--- src/rtl/qdr_sched_pkg.sv ---
package qdr_sched_pkg;

  typedef enum logic [1:0] {
    ST_INIT  = 2'd0,
    ST_IDLE  = 2'd1,
    ST_WRITE = 2'd2,
    ST_READ  = 2'd3
  } sched_state_t;

  // Number of 9-bit byte lanes in a data word.
  function automatic int lane_count(input int word_bits);
    return (word_bits + 8) / 9;
  endfunction

  // Next-state rule: writes win from idle, opposite kinds alternate,
  // and a command of one kind is never followed directly by the same kind.
  function automatic sched_state_t next_state(input sched_state_t cur,
                                              input logic cal,
                                              input logic w_empty,
                                              input logic r_empty);
    sched_state_t nxt;
    nxt = cur;
    case (cur)
      ST_INIT:  nxt = cal ? ST_IDLE : ST_INIT;
      ST_IDLE:  nxt = !w_empty ? ST_WRITE : (!r_empty ? ST_READ : ST_IDLE);
      ST_WRITE: nxt = !r_empty ? ST_READ  : ST_IDLE;
      ST_READ:  nxt = !w_empty ? ST_WRITE : ST_IDLE;
      default:  nxt = ST_INIT;
    endcase
    return nxt;
  endfunction

endpackage

--- src/rtl/qdr_sched_fsm.sv ---
module qdr_sched_fsm
  import qdr_sched_pkg::*;
(
  input  logic clk,
  input  logic rst_n,
  input  logic cal_done,
  input  logic wq_empty,
  input  logic rq_empty,
  output logic wq_pop_n,
  output logic rq_pop_n,
  output logic wr_issue,
  output logic rd_issue
);

  sched_state_t state_q;
  sched_state_t state_d;

  always_comb state_d = next_state(state_q, cal_done, wq_empty, rq_empty);

  always_ff @(posedge clk or negedge rst_n) begin
    if (!rst_n) state_q <= ST_INIT;
    else        state_q <= state_d;
  end

  assign wr_issue = (state_q == ST_WRITE);
  assign rd_issue = (state_q == ST_READ);
  assign wq_pop_n = !wr_issue;
  assign rq_pop_n = !rd_issue;

  // a waiting write is taken first when leaving idle
  assert_write_first_R3: assert property (@(posedge clk) disable iff (!rst_n)
    (state_q == ST_IDLE && !wq_empty) |=> !wq_pop_n);

  // idle with empty queues produces no pop
  assert_idle_quiet_R12: assert property (@(posedge clk) disable iff (!rst_n)
    (state_q == ST_IDLE && wq_empty && rq_empty) |=> (wq_pop_n && rq_pop_n));

  // a write pop lasts one cycle
  assert_wpop_single_R4: assert property (@(posedge clk) disable iff (!rst_n)
    !wq_pop_n |=> wq_pop_n);

  // a read pop lasts one cycle
  assert_rpop_single_R5: assert property (@(posedge clk) disable iff (!rst_n)
    !rq_pop_n |=> rq_pop_n);

endmodule

--- src/rtl/qdr_cmd_out.sv ---
module qdr_cmd_out #(
  parameter int AW = 19
) (
  input  logic          clk,
  input  logic          rst_n,
  input  logic          wr_issue,
  input  logic          rd_issue,
  input  logic [AW-1:0] wr_addr,
  input  logic [AW-1:0] rd_addr,
  output logic          mem_w_n,
  output logic          mem_r_n,
  output logic [AW-1:0] mem_addr
);

  always_ff @(posedge clk or negedge rst_n) begin
    if (!rst_n) begin
      mem_w_n  <= 1'b1;
      mem_r_n  <= 1'b1;
      mem_addr <= '0;
    end else begin
      mem_w_n <= !wr_issue;
      mem_r_n <= !rd_issue;
      if (wr_issue)      mem_addr <= wr_addr;
      else if (rd_issue) mem_addr <= rd_addr;
    end
  end

  // shared address bus, never both controls
  assert_ctrl_exclusive_R8: assert property (@(posedge clk) disable iff (!rst_n)
    !(!mem_w_n && !mem_r_n));

  // no back-to-back writes
  assert_w_spacing_R7: assert property (@(posedge clk) disable iff (!rst_n)
    !mem_w_n |=> mem_w_n);

  // no back-to-back reads
  assert_r_spacing_R7: assert property (@(posedge clk) disable iff (!rst_n)
    !mem_r_n |=> mem_r_n);

endmodule

--- src/rtl/qdr_wburst_seq.sv ---
module qdr_wburst_seq #(
  parameter int DW = 36,
  parameter int BL = 4
) (
  input  logic          clk,
  input  logic          rst_n,
  input  logic          load,
  input  logic [DW-1:0] w0,
  input  logic [DW-1:0] w1,
  input  logic [DW-1:0] w2,
  input  logic [DW-1:0] w3,
  input  logic [BL-1:0] b0_n,
  input  logic [BL-1:0] b1_n,
  input  logic [BL-1:0] b2_n,
  input  logic [BL-1:0] b3_n,
  output logic [DW-1:0] d_lo,
  output logic [DW-1:0] d_hi,
  output logic [BL-1:0] be_lo_n,
  output logic [BL-1:0] be_hi_n
);

  logic          second_pending;
  logic [DW-1:0] hold_lo, hold_hi;
  logic [BL-1:0] hold_be_lo_n, hold_be_hi_n;

  always_ff @(posedge clk or negedge rst_n) begin
    if (!rst_n) begin
      second_pending <= 1'b0;
      hold_lo        <= '0;
      hold_hi        <= '0;
      hold_be_lo_n   <= '1;
      hold_be_hi_n   <= '1;
      d_lo           <= '0;
      d_hi           <= '0;
      be_lo_n        <= '1;
      be_hi_n        <= '1;
    end else if (load) begin
      second_pending <= 1'b1;
      hold_lo        <= w2;
      hold_hi        <= w3;
      hold_be_lo_n   <= b2_n;
      hold_be_hi_n   <= b3_n;
      d_lo           <= w0;
      d_hi           <= w1;
      be_lo_n        <= b0_n;
      be_hi_n        <= b1_n;
    end else if (second_pending) begin
      second_pending <= 1'b0;
      d_lo           <= hold_lo;
      d_hi           <= hold_hi;
      be_lo_n        <= hold_be_lo_n;
      be_hi_n        <= hold_be_hi_n;
    end else begin
      d_lo    <= '0;
      d_hi    <= '0;
      be_lo_n <= '1;
      be_hi_n <= '1;
    end
  end

  // the second beat always follows the first and is never pre-empted
  assert_second_beat_R9: assert property (@(posedge clk) disable iff (!rst_n)
    load |=> second_pending);

endmodule

--- src/rtl/qdr_burst_sched.sv ---
module qdr_burst_sched
  import qdr_sched_pkg::*;
#(
  parameter int AW = 19,
  parameter int DW = 36,
  localparam int BL = lane_count(DW)
) (
  input  logic          clk,
  input  logic          rst_n,
  input  logic          cal_done,
  input  logic          wq_empty,
  output logic          wq_pop_n,
  input  logic [AW-1:0] wq_addr,
  input  logic [DW-1:0] wq_word0,
  input  logic [DW-1:0] wq_word1,
  input  logic [DW-1:0] wq_word2,
  input  logic [DW-1:0] wq_word3,
  input  logic [BL-1:0] wq_be0_n,
  input  logic [BL-1:0] wq_be1_n,
  input  logic [BL-1:0] wq_be2_n,
  input  logic [BL-1:0] wq_be3_n,
  input  logic          rq_empty,
  output logic          rq_pop_n,
  input  logic [AW-1:0] rq_addr,
  output logic          mem_w_n,
  output logic          mem_r_n,
  output logic [AW-1:0] mem_addr,
  output logic [DW-1:0] mem_d_lo,
  output logic [DW-1:0] mem_d_hi,
  output logic [BL-1:0] mem_be_lo_n,
  output logic [BL-1:0] mem_be_hi_n
);

  // internal events, named for the checks below
  logic wr_issue;
  logic rd_issue;
  logic cal_seen;

  qdr_sched_fsm u_fsm (
    .clk      (clk),
    .rst_n    (rst_n),
    .cal_done (cal_done),
    .wq_empty (wq_empty),
    .rq_empty (rq_empty),
    .wq_pop_n (wq_pop_n),
    .rq_pop_n (rq_pop_n),
    .wr_issue (wr_issue),
    .rd_issue (rd_issue)
  );

  qdr_cmd_out #(.AW(AW)) u_cmd (
    .clk      (clk),
    .rst_n    (rst_n),
    .wr_issue (wr_issue),
    .rd_issue (rd_issue),
    .wr_addr  (wq_addr),
    .rd_addr  (rq_addr),
    .mem_w_n  (mem_w_n),
    .mem_r_n  (mem_r_n),
    .mem_addr (mem_addr)
  );

  qdr_wburst_seq #(.DW(DW), .BL(BL)) u_seq (
    .clk     (clk),
    .rst_n   (rst_n),
    .load    (wr_issue),
    .w0      (wq_word0),
    .w1      (wq_word1),
    .w2      (wq_word2),
    .w3      (wq_word3),
    .b0_n    (wq_be0_n),
    .b1_n    (wq_be1_n),
    .b2_n    (wq_be2_n),
    .b3_n    (wq_be3_n),
    .d_lo    (mem_d_lo),
    .d_hi    (mem_d_hi),
    .be_lo_n (mem_be_lo_n),
    .be_hi_n (mem_be_hi_n)
  );

  // sticky record of calibration, used only by the checks
  always_ff @(posedge clk or negedge rst_n) begin
    if (!rst_n)        cal_seen <= 1'b0;
    else if (cal_done) cal_seen <= 1'b1;
  end

  // nothing leaves before calibration is seen
  assert_cal_gate_R2: assert property (@(posedge clk) disable iff (!rst_n)
    !cal_seen |-> (mem_w_n && mem_r_n && wq_pop_n && rq_pop_n));

  // write pop becomes a write command with the popped address
  assert_wcmd_R4: assert property (@(posedge clk) disable iff (!rst_n)
    !wq_pop_n |=> (!mem_w_n && mem_addr == $past(wq_addr)));

  // read pop becomes a read command with the popped address
  assert_rcmd_R5: assert property (@(posedge clk) disable iff (!rst_n)
    !rq_pop_n |=> (!mem_r_n && mem_addr == $past(rq_addr)));

  // address is held in command-free cycles
  assert_addr_hold_R11: assert property (@(posedge clk) disable iff (!rst_n)
    (mem_w_n && mem_r_n) |-> $stable(mem_addr));

  // second beat carries words 2 and 3 with their enables
  assert_beat_two_R10: assert property (@(posedge clk) disable iff (!rst_n)
    !mem_w_n |=> (mem_d_lo == $past(wq_word2, 2) && mem_d_hi == $past(wq_word3, 2)
                  && mem_be_lo_n == $past(wq_be2_n, 2) && mem_be_hi_n == $past(wq_be3_n, 2)));

  // quiet data outside a burst
  assert_data_quiet_R9: assert property (@(posedge clk) disable iff (!rst_n)
    (mem_w_n && $past(mem_w_n)) |-> (mem_d_lo == '0 && mem_d_hi == '0 && (&mem_be_lo_n)));

endmodule

--- config.mk ---
export PLATFORM = sky130hd
export DESIGN_NAME = qdr_burst_sched
export DESIGN_NICKNAME = d
export VERILOG_FILES = /design/src/rtl/qdr_sched_pkg.sv /design/src/rtl/qdr_sched_fsm.sv /design/src/rtl/qdr_cmd_out.sv /design/src/rtl/qdr_wburst_seq.sv /design/src/rtl/qdr_burst_sched.sv
export SDC_FILE = /design/constraint.sdc
export NUM_CORES = 1
export LEC_CHECK = 0
export CELL_PAD_IN_SITES_DETAIL_PLACEMENT = 1
export CELL_PAD_IN_SITES_GLOBAL_PLACEMENT = 1
export CORE_MARGIN = 2
export CORE_UTILIZATION = 34
export CTS_CLUSTER_SIZE = 28
export DETAILED_ROUTE_END_ITERATION = 10
export PLACE_DENSITY = 0.81
export SYNTH_ARGS = -nofsm -noshare
export SYNTH_HDL_FRONTEND = slang
export SYNTH_SLANG_ARGS = --single-unit
--- constraint.sdc ---
create_clock -name clk -period 1.8 [get_ports clk]
set_input_delay 0.18 -clock clk [delete_from_list [all_inputs] [get_ports clk]]
set_output_delay 0.18 -clock clk [all_outputs]
set_load 0.05 [all_outputs]
Yosys cells after proc, flatten, opt, wreduce, memory -nomap -nowiden:

Cells that the tools add are included.

* output and inout port bits: 103
* bits of input ports: 203
* flip-flop bits (word level): 184
* word-level logic and storage cells: 36

* equal/unequal tests: 3
* reductions and logical operators: 4
* multiplexer cells: 16

Operators with widths (number)
* $mux W36: 4
* $mux W19: 2
* $mux W4: 4
* $pmux W2 S4: 1
* $mux W2: 3
* $eq A2 B2 Y1 const B: 2
* $eq A2 B1 Y1 const B: 1
* $logic_not A1 Y1: 2
* $logic_not A2 Y1: 1
* $mux W1: 2
* $reduce_bool A2 Y1: 1

Longest topological paths before layout:

Gate-level depths: netlist of the first run.

* depth after elaboration: 3
* mapped depth: 6
* mapped depth without buffers: 3

Cells and area by module:

A second synthesis of the first run with hierarchy kept.

* cells, all modules: 458
* area total of the unflattened synthesis: 6942.9 sq um

By module, submodules not included
* qdr_wburst_seq: sequential area each 4048.9 sq um, area an instance 5901.9 sq um, times used 1, cells each 360
* qdr_cmd_out: sequential area each 528.0 sq um, area an instance 942.2 sq um, times used 1, cells each 86
* qdr_sched_fsm: sequential area each 50.0 sq um, area an instance 98.8 sq um, times used 1, cells each 12

Worst setup path after synthesis of the first run:

Ideal clock, no wire load.

* path type: reg2reg
* from: register u_fsm.state_q[1]
* to: register u_cmd.mem_r_n
* path buffers: 3
* required time: 1.602 ns
* clock period less this slack: 1.466 ns
* arrival time: 1.267 ns
* slack: 0.334 ns
* setup time: 0.198 ns
* cell stages (with the launch flop): 5
* path through: dfrtp_1 > buf_2 > buf_2 > buf_1 > nand2_1

* longest elaborated chain between the ends: 2

RTL lines
* start, declared: RTL line qdr_sched_fsm.sv:15 `sched_state_t state_q;`
* start signal, assigned: RTL line qdr_sched_fsm.sv:22 `else state_q <= state_d;`
* $eq A2 B2 Y1: RTL line qdr_sched_fsm.sv:26 `assign rd_issue = (state_q == ST_READ);`
* $logic_not A1 Y1
* net rq_pop_n: RTL line qdr_burst_sched.sv:23 `output logic rq_pop_n,`
* end signal, assigned: RTL line qdr_cmd_out.sv:22 `mem_r_n <= !rd_issue;`
* end, declared: RTL line qdr_cmd_out.sv:11 `output logic mem_r_n,`

The timed path passes the listed nets, and every way through them passes these cells.
A chain may end at the register's enable or synchronous reset.

Worst setup path after layout of the first run:

* from: register u_seq.d_hi[9]
* to: output mem_d_hi[9]

RTL lines
* start, declared: RTL line qdr_wburst_seq.sv:17 `output logic [DW-1:0] d_hi,`
* start signal, assigned: RTL line qdr_wburst_seq.sv:44 `d_hi <= w1;`
* start signal, assigned: RTL line qdr_wburst_seq.sv:50 `d_hi <= hold_hi;`
* end, declared: RTL line qdr_burst_sched.sv:29 `output logic [DW-1:0] mem_d_hi,`

No word-level cell between the ends.

==> flow_summary_export.csv, run 1 <==
group,metric,value,unit
sta,setup_viol,0,
power,leakagePower,5.36,nW
setup_path,cp-start-kind,"flop",
route,first_pass_iters,4,
setup_path,worstPathMaxFanout,1,
power,p_seq_share,31.1,%
global_route,grt_pass1_vias,6580,
placed_design,dpl_cell_area,11100,um2
flow_run,max_cap_violations,0,
clock_tree,clock_latency,0.43,ns
layout,final_cell_mix,"242 x clkdlybuf4s50_1, 163 x dfrtp_1, 74 x o21ai_0, 73 x nand2_1, 72 x nand3b_1",
route,wl_per_cell,20.3,um
sta,rsz0062_at_grt,"false",
power,switching_share,43.6,%
global_route,grt_first_pass_wirelength,36800,um
logic_synthesis,syn_area_per_cell,12.7,um2
clock_tree,clk_pin_slew,0.08,ns
setup_path,path_cells,"clkdlybuf4s50_1",
clock_tree,clock_sink_count,184,
power,clkPwrFrac,16.1,%
sta,slew_viol_final,0,
clock_tree,ctsRootBufferMaster,"clkbuf_16",
power,p_sw,10.3,mW
floorplan,initial_core_util,34.4,%
clock_tree,h-tree-depth,4,
floorplan,dieWidth,155,um
sta,fmax,0.564,GHz
placed_design,gp_congestion,0.765,
setup_path,reg2reg_slack,0.23,ns
setup_path,critPathKind,"reg2out",
run_status,outcome,"complete, no violations",
sta,finalCriticalPeriod,1.77,ns
sta,finalCritPeriodShare,98.6,%
floorplan,fp-row-count,55,
logic_synthesis,synth_cells,610,
layout,drive_above_1_share,19.3,%
floorplan,die_h,155,um
setup_path,critical_path_required,1.62,ns
setup_path,crit_path_end_kind,"output pin",
logic_synthesis,yosys_warnings,0,
logic_synthesis,ys_seq_elements,184,
sta,final.setup_skew,0.0143,ns
route,postRouteAntennaNets,0,
route,drt-total-wl,24500,um
clock_tree,cts_tree,"yes",
setup_path,crit_slowest_cell,"clkdlybuf4s50_1",
power,vdd_drop_max,0.733,mV
route,viasPerCell,4.89,
setup_path,max_stage_delay,0.81,ns
clock_tree,numCtsBuffers,17,
logic_synthesis,synth_area,7740,um2
placed_design,hpwl,16200,um
sta,slew_headroom,62.1,%
global_route,grt_overflow,0,
sta,setup_tns,0,ns
setup_path,path_buf_inv,1,
route,drc,0,
setup_path,critical-path-top-delay-family,"buffers and inverters",
layout,area_delta_synth_final,53.5,%
global_route,antenna_found_initial,2,
floorplan,die_area,24000,um2
sta,hold_viol,0,
logic_synthesis,synth_cell_types,19,
power,power_frac_comb,52.9,%
worst_hold_path,hp-class,"in2async",
layout,layout_commonest_cell,"clkdlybuf4s50_1",
sta,worst_pin_slew,0.568,ns
route,drtIter0Drc,192,
clock_tree,clock_path_buffers,2,
floorplan,io_pins,306,
logic_synthesis,synth_seq_area_share,59.8,%
logic_synthesis,syn-num-nets,813,
global_route,grt.total_usage,20.2,%
layout,final_area,11900,um2
setup_path,crit_arrival,1.59,ns
floorplan,design.core.area,22500,um2
layout,nFillCells,2328,
layout,nets,1108,
placed_design,portBuffers,305,
global_route,grt_max_degree,96,
power,power_density,2000,nW/um2
power,internal-power,13.4,mW
route,num_vias,5895,
kinds of logic (layout without fill, tap and decap cells):
kind of cell | after synthesis | after routing | share of synthesized area, %
buf+inv | 50 | 358 | 3.67
flops | 184 | 184 | 59.8
mux | 107 | 107 | 18.0
other cells | 0 | 2 | 0
simple gates | 175 | 175 | 12.4
compound gates | 94 | 94 | 6.13
flip-flops by register name (all words and copies together), names as in the netlist, 2 cells and up:
name	count
u_seq.d_hi	36
u_seq.d_lo	36
u_seq.hold_hi	36
u_seq.hold_lo	36
u_cmd.mem_addr	19
u_seq.be_hi_n	4
u_seq.be_lo_n	4
u_seq.hold_be_hi_n	4
u_seq.hold_be_lo_n	4
u_fsm.state_q	2
what timing repair did:
action / CTS / global route
setup endpoints to repair: 20 / 31
buffers inserted: 0 / 0
hold buffers: 1 / 0
gates resized for setup: 20 / 32
endpoints found under the hold margin: 29 / 0
gates cloned: 1 / 1
cell type report:
type	count	area (um2)	share of cell area (%)
antenna	2	5.00	0.0421
inverter	1	8.76	0.0738
clock buffer	17	425	3.58
timing repair buffer	325	3440	28.9
clock inverter	15	180	1.52
sequential	184	4630	39.0
multi-input combinational	376	2830	23.8
tap	285	357	3.00
synthesized netlist by cell type:
cell type,number,area [um2]
nand3b_1,72,541
mux2_4,57,856
inv_4,1,6.26
buf_8,5,75.1
o21ai_0,74,370
buf_2,18,90.1
nand2b_1,8,50.1
dfstp_2,18,473
clkbuf_1,18,67.6
o2bb2ai_1,1,8.76
nand2_1,74,278
buf_1,6,22.5
a21oi_1,19,95.1
nor2_1,20,75.1
dfrtp_1,166,4150
mux2i_1,19,190
mux2_2,31,349
nand2b_4,1,13.8
buf_6,2,22.5
stage by stage:
| stage | hold WS [ns] | util, % | total power, mW | std cells | setup WS [ns] |
|---|---|---|---|---|---|
| finish | 0.279 | 52.8 | 23.7 | 1205 | 0.0257 |
| global route | 0.289 | 52.8 | 24.9 | 1205 | 0.000661 |
| CTS | 0.289 | 52.3 | 23.9 | 1202 | 0.00108 |
| detailed placement | 0.193 | 49.4 | 19.9 | 1168 | 0.269 |
| global placement | 0.192 | 49.4 | 19.5 | 1168 | 0.311 |
| floorplan | -0.116 | - | 15.7 | 610 | 0.334 |
per-layer routing:
metal  vias up  global-route usage [%]  routed length, um
met3        40                    5.13               1360
met4         0                    7.80                627
met5         -                       0                  0
li1       2688                       -                  -
met1      2958                    23.4               9760
met2       209                    36.0              12700
final timing paths:
| path | start | to | cells past startpoint |
|---|---|---|---|
| setup reg to reg | u_fsm.state_q[0]$_DFF_PN0_ | u_seq.hold_lo[17]$_DFFE_PN0P_ | 4 |
| hold reg to reg | u_seq.hold_lo[15]$_DFFE_PN0P_ | u_seq.hold_lo[15]$_DFFE_PN0P_ | 1 |
| hold / removal | rst_n | u_seq.d_lo[22]$_DFF_PN0_ | 2 |
| min in group clk | wq_word1[32] | u_seq.d_hi[32]$_DFF_PN0_ | 3 |
| max in group asynchronous | rst_n | u_seq.d_hi[3]$_DFF_PN0_ | 3 |
| setup / recovery | u_seq.d_hi[9]$_DFF_PN0_ | mem_d_hi[9] | 1 |
power by group through the flow:
stage | Sequential [mW] | Clock (mW) | Combinational, mW
global route | 7.61 | 4.08 | 13.2
floorplan | 11.1 | 0 | 4.65
finish | 7.37 | 3.81 | 12.5
global placement | 7.32 | 0 | 12.2
CTS | 7.40 | 3.91 | 12.6
detailed placement | 7.43 | 0 | 12.5
No activity file was read; power rests on OpenSTA's default activity.
==> inputs of run 2 (changes only) <==
CORE_ASPECT_RATIO = 1.75   (was unset)
SLEW_MARGIN = 25   (was unset)
==> flow_summary_export.csv, run 2 (synthesized netlist as in run 1, its figures left out) <==
group,metric,value,unit
sta,finalCritPeriodShare,98.2,%
layout,drive_above_1_share,20.0,%
sta,setup_tns,0,ns
floorplan,die_h,204,um
route,first_pass_iters,4,
setup_path,path_cells,"clkdlybuf4s50_1",
setup_path,critical_path_required,1.62,ns
clock_tree,ctsRootBufferMaster,"clkbuf_16",
placed_design,portBuffers,305,
placed_design,dp_cells,1189,
setup_path,max_stage_delay,0.80,ns
global_route,grt_first_pass_wirelength,38800,um
global_route,antenna_found_initial,12,
sta,fmax,0.566,GHz
route,wl_met3,1290,um
clock_tree,numCtsBuffers,17,
placed_design,dpl_cell_area,11200,um2
global_route,grt_overflow,0,
run_status,outcome,"complete, no violations",
sta,final.setup_skew,0.00884,ns
sta,setup_viol,0,
floorplan,fp-row-count,73,
layout,layout_commonest_cell,"clkdlybuf4s50_1",
placed_design,hpwl,17900,um
power,leakagePower,5.28,nW
global_route,grt.total_usage,21.6,%
route,viasPerCell,4.85,
global_route,grt_max_degree,96,
route,drc,0,
route,drt-met1-wl,8950,um
clock_tree,h-tree-depth,4,
floorplan,design.core.area,22600,um2
setup_path,path_buf_inv,1,
clock_tree,cts_tree,"yes",
layout,final_cell_mix,"233 x clkdlybuf4s50_1, 163 x dfrtp_1, 74 x o21ai_0, 73 x nand2_1, 72 x nand3b_1",
setup_path,critPathKind,"reg2out",
sta,worst_slack,0.0322,ns
setup_path,ff2ff_path_depth,4,
sta,rsz0062_at_grt,"false",
setup_path,crit_arrival,1.59,ns
power,power_density,2010,nW/um2
setup_path,cp.depth,1,
clock_tree,clock_latency,0.45,ns
sta,slew_headroom,62.3,%
route,top_layer_used,"met5",
route,postRouteAntennaNets,0,
floorplan,io_pins,306,
placed_design,gp_congestion,0.836,
setup_path,crit_path_end_kind,"output pin",
placed_design,place_ws,0.246,ns
worst_hold_path,hp-class,"in2async",
flow_run,max_cap_violations,0,
route,drtIter0Drc,189,
power,totalPowerFinal,24.0,mW
sta,worst_pin_slew,0.565,ns
layout,final_area,11900,um2
layout,fin_util,52.8,%
sta,finalCriticalPeriod,1.77,ns
clock_tree,clock_path_buffers,2,
setup_path,worstPathMaxFanout,1,
floorplan,dieWidth,118,um
clock_tree,clock_sink_count,184,
setup_path,critical-path-top-delay-family,"buffers and inverters",
layout,area_delta_synth_final,54.0,%
floorplan,die_area,24000,um2
setup_path,crit_slowest_cell,"clkdlybuf4s50_1",
setup_path,cp-start-kind,"flop",
sta,slew_viol_final,0,
sta,hold-worst-slack,0.262,ns
floorplan,initial_core_util,34.3,%
sta,hold_viol,0,
layout,fin_cells,1233,
route,num_vias,5983,
route,wl_per_cell,20.9,um
clock_tree,clk_pin_slew,0.07,ns
power,vdd_drop_max,0.969,mV
route,wl_met2,14300,um
global_route,grt_pass1_vias,6821,
layout,nets,1114,
route,drt-total-wl,25800,um
==> run 2: path summary, 6_finish.rpt <==
| kind | start | end | slack, ns |
|---|---|---|---|
| worst max-delay path | u_seq.d_hi[11]$_DFF_PN0_ | mem_d_hi[11] | 0.03 |
| worst min-delay path | rst_n | u_seq.d_lo[6]$_DFF_PN0_ | 0.26 |
| worst max register to register | u_fsm.state_q[0]$_DFF_PN0_ | u_seq.hold_lo[3]$_DFFE_PN0P_ | 0.17 |
| worst min register to register | u_seq.hold_lo[35]$_DFFE_PN0P_ | u_seq.hold_lo[35]$_DFFE_PN0P_ | 0.51 |
| max in group asynchronous | rst_n | u_seq.be_hi_n[0]$_DFF_PN1_ | 0.82 |
| min in group clk | wq_word0[32] | u_seq.d_lo[32]$_DFF_PN0_ | 0.31 |
==> run 2: layer usage <==
metal	track usage, %	up-vias
li1	-	2706
met1	21.6	3002
met2	39.6	200
met3	6.26	67
met4	12.3	8
met5	0	-
==> run 2: area by class of cell <==
type	count	area, um2
clock buffer	18	429
inverter	1	8.76
antenna	9	22.5
multi-input combinational	376	2830
timing repair buffer	331	3390
tap	300	375
sequential	184	4630
clock inverter	14	223
fill	2359	10600
==> run 2: repair_timing <==
item | CTS | global route
resized for setup | 42 | 16
pin swaps | 0 | 0
gates cloned | 1 | 1
hold endpoints to repair | 43 | 0
setup endpoints to repair | 42 | 15
buffers inserted | 0 | 0
hold buffers | 1 | 0
==> run 2: power by group <==
group	switching (mW)	internal, mW
Sequential	1.02	6.35
Combinational	7.52	4.91
Clock	1.70	2.48
Total	10.2	13.7
==> inputs of run 3 (changes only) <==
GPL_TIMING_DRIVEN = 0   (was unset)
==> flow_summary_export.csv, run 3 (synthesized netlist as in run 1, its figures left out) <==
group,metric,value,unit
placed_design,gp_congestion,0.783,
global_route,grt_pass1_vias,6779,
layout,fin_cells,1252,
layout,drive_above_1_share,18.0,%
sta,worst_pin_slew,0.578,ns
clock_tree,clock_sink_count,184,
floorplan,die_area,24000,um2
setup_path,path_buf_inv,1,
setup_path,worstPathMaxFanout,1,
setup_path,r2r_start,"u_fsm.state_q[0]$_DFF_PN0_",
global_route,grt_first_pass_wirelength,40200,um
route,first_pass_iters,4,
setup_path,critical-path-top-delay-family,"buffers and inverters",
route,drt-total-wl,26600,um
global_route,antenna_found_initial,5,
setup_path,critical_path_required,1.62,ns
sta,final.setup_skew,0.00870,ns
route,drtIter0Drc,202,
setup_path,max_stage_delay,0.80,ns
sta,hold-worst-slack,0.142,ns
global_route,grt_max_degree,89,
clock_tree,numCtsBuffers,17,
global_route,grt.total_usage,22.5,%
sta,fmax,0.566,GHz
sta,rsz0062_at_grt,"false",
power,vdd_drop_max,0.953,mV
route,wl_per_cell,21.2,um
layout,layout_commonest_cell,"clkdlybuf4s50_1",
layout,final_cell_mix,"215 x clkdlybuf4s50_1, 166 x dfrtp_1, 74 x o21ai_0, 73 x nand2_1, 72 x nand3b_1",
floorplan,die_h,204,um
setup_path,path_cells,"clkdlybuf4s50_1",
sta,hold_viol,0,
flow_run,max_cap_violations,0,
clock_tree,cts_tree,"yes",
clock_tree,postCtsSetupRepairBufs,0,
setup_path,critPathKind,"reg2out",
power,power_density,1990,nW/um2
placed_design,portBuffers,305,
layout,area_delta_synth_final,53.4,%
route,postRouteAntennaNets,0,
floorplan,fp-row-count,73,
sta,slew_headroom,61.6,%
setup_path,crit_slowest_cell,"clkdlybuf4s50_1",
floorplan,design.core.area,22600,um2
run_status,outcome,"complete, no violations",
setup_path,startpoint,"u_seq.d_hi[33]$_DFF_PN0_",
setup_path,crit_path_end_kind,"output pin",
route,viasPerCell,4.82,
clock_tree,ctsRootBufferMaster,"clkbuf_16",
floorplan,io_pins,306,
global_route,grt_overflow,0,
clock_tree,clk_pin_slew,0.07,ns
worst_hold_path,hp-class,"in2async",
sta,finalCritPeriodShare,98.1,%
clock_tree,clock_path_buffers,2,
power,leakagePower,5.47,nW
sta,setup_viol,0,
floorplan,initial_core_util,34.3,%
clock_tree,h-tree-depth,4,
route,num_vias,6029,
placed_design,hpwl,20200,um
setup_path,crit_arrival,1.59,ns
layout,nets,1139,
clock_tree,clock_latency,0.45,ns
setup_path,cp-start-kind,"flop",
layout,nFillCells,2394,
placed_design,dp_cells,1217,
sta,slew_viol_final,0,
floorplan,dieWidth,118,um
sta,finalCriticalPeriod,1.77,ns
route,drc,0,
-- run 3: final cells by class --
cell class	count	area [um2]	share of cell area (%)
inverter	1	6.26	0.0527
clock inverter	11	144	1.21
antenna	3	7.51	0.0632
clock buffer	21	480	4.05
tap	300	375	3.16
buffer	48	290	2.45
multi-input combinational	376	2830	23.8
timing repair buffer	308	3110	26.2
sequential	184	4630	39.0
-- run 3: timing repair --
action | CTS | global route
hold buffers | 1 | 0
endpoints found under the setup margin | 63 | 27
gates resized for setup | 83 | 26
hold endpoints to repair | 103 | 0
-- run 3: per-stage QoR --
step	setup WS [ns]	util, %	power, mW	area, um2	TNS, ns
5_1_grt	0.000162	52.6	24.8	11900	0
4_1_cts	-0.00530	52.3	24.0	11800	-0.00530
6_report	0.0338	52.6	23.6	11900	0
3_3_place_gp	-7.33	49.5	19.9	11200	-1302.04
3_5_place_dp	-0.590	49.8	20.3	11200	-0.745
2_1_floorplan	0.334	-	15.7	7740	0
-- run 3: worst reg2reg max path: cells and delay by family, from the launching register on --
kind                   cells  cell delay (ns)
DFF                        1             0.36
and+or+nand+nor            1             0.16
buffers and inverters      4             0.73
muxes                      1             0.32
-- run 3: metal layers --
metal	vias up	track usage, %	share of wire, %
li1	2747	-	-
met1	3020	23.6	36
met2	197	41.3	55
met3	61	5.48	4.3
met4	4	12.0	4.3
met5	-	0	0.094
-- run 3: report_power, final --
part | internal (mW) | switching [mW]
Clock | 2.33 | 1.65
Combinational | 4.65 | 7.70
Sequential | 6.34 | 0.958
-- run 3: worst paths after layout --
kind,to,slack [ns],cells past startpoint
max,mem_d_hi[33],0.03,1
min reg2reg,u_seq.hold_hi[35]$_DFFE_PN0P_,0.51,1
max reg2reg,u_seq.hold_hi[31]$_DFFE_PN0P_,0.12,6
max in group asynchronous,u_seq.be_lo_n[3]$_DFF_PN1_,0.55,4
min,u_seq.d_hi[12]$_DFF_PN0_,0.14,2
min in group clk,u_seq.d_lo[31]$_DFF_PN0_,0.32,3
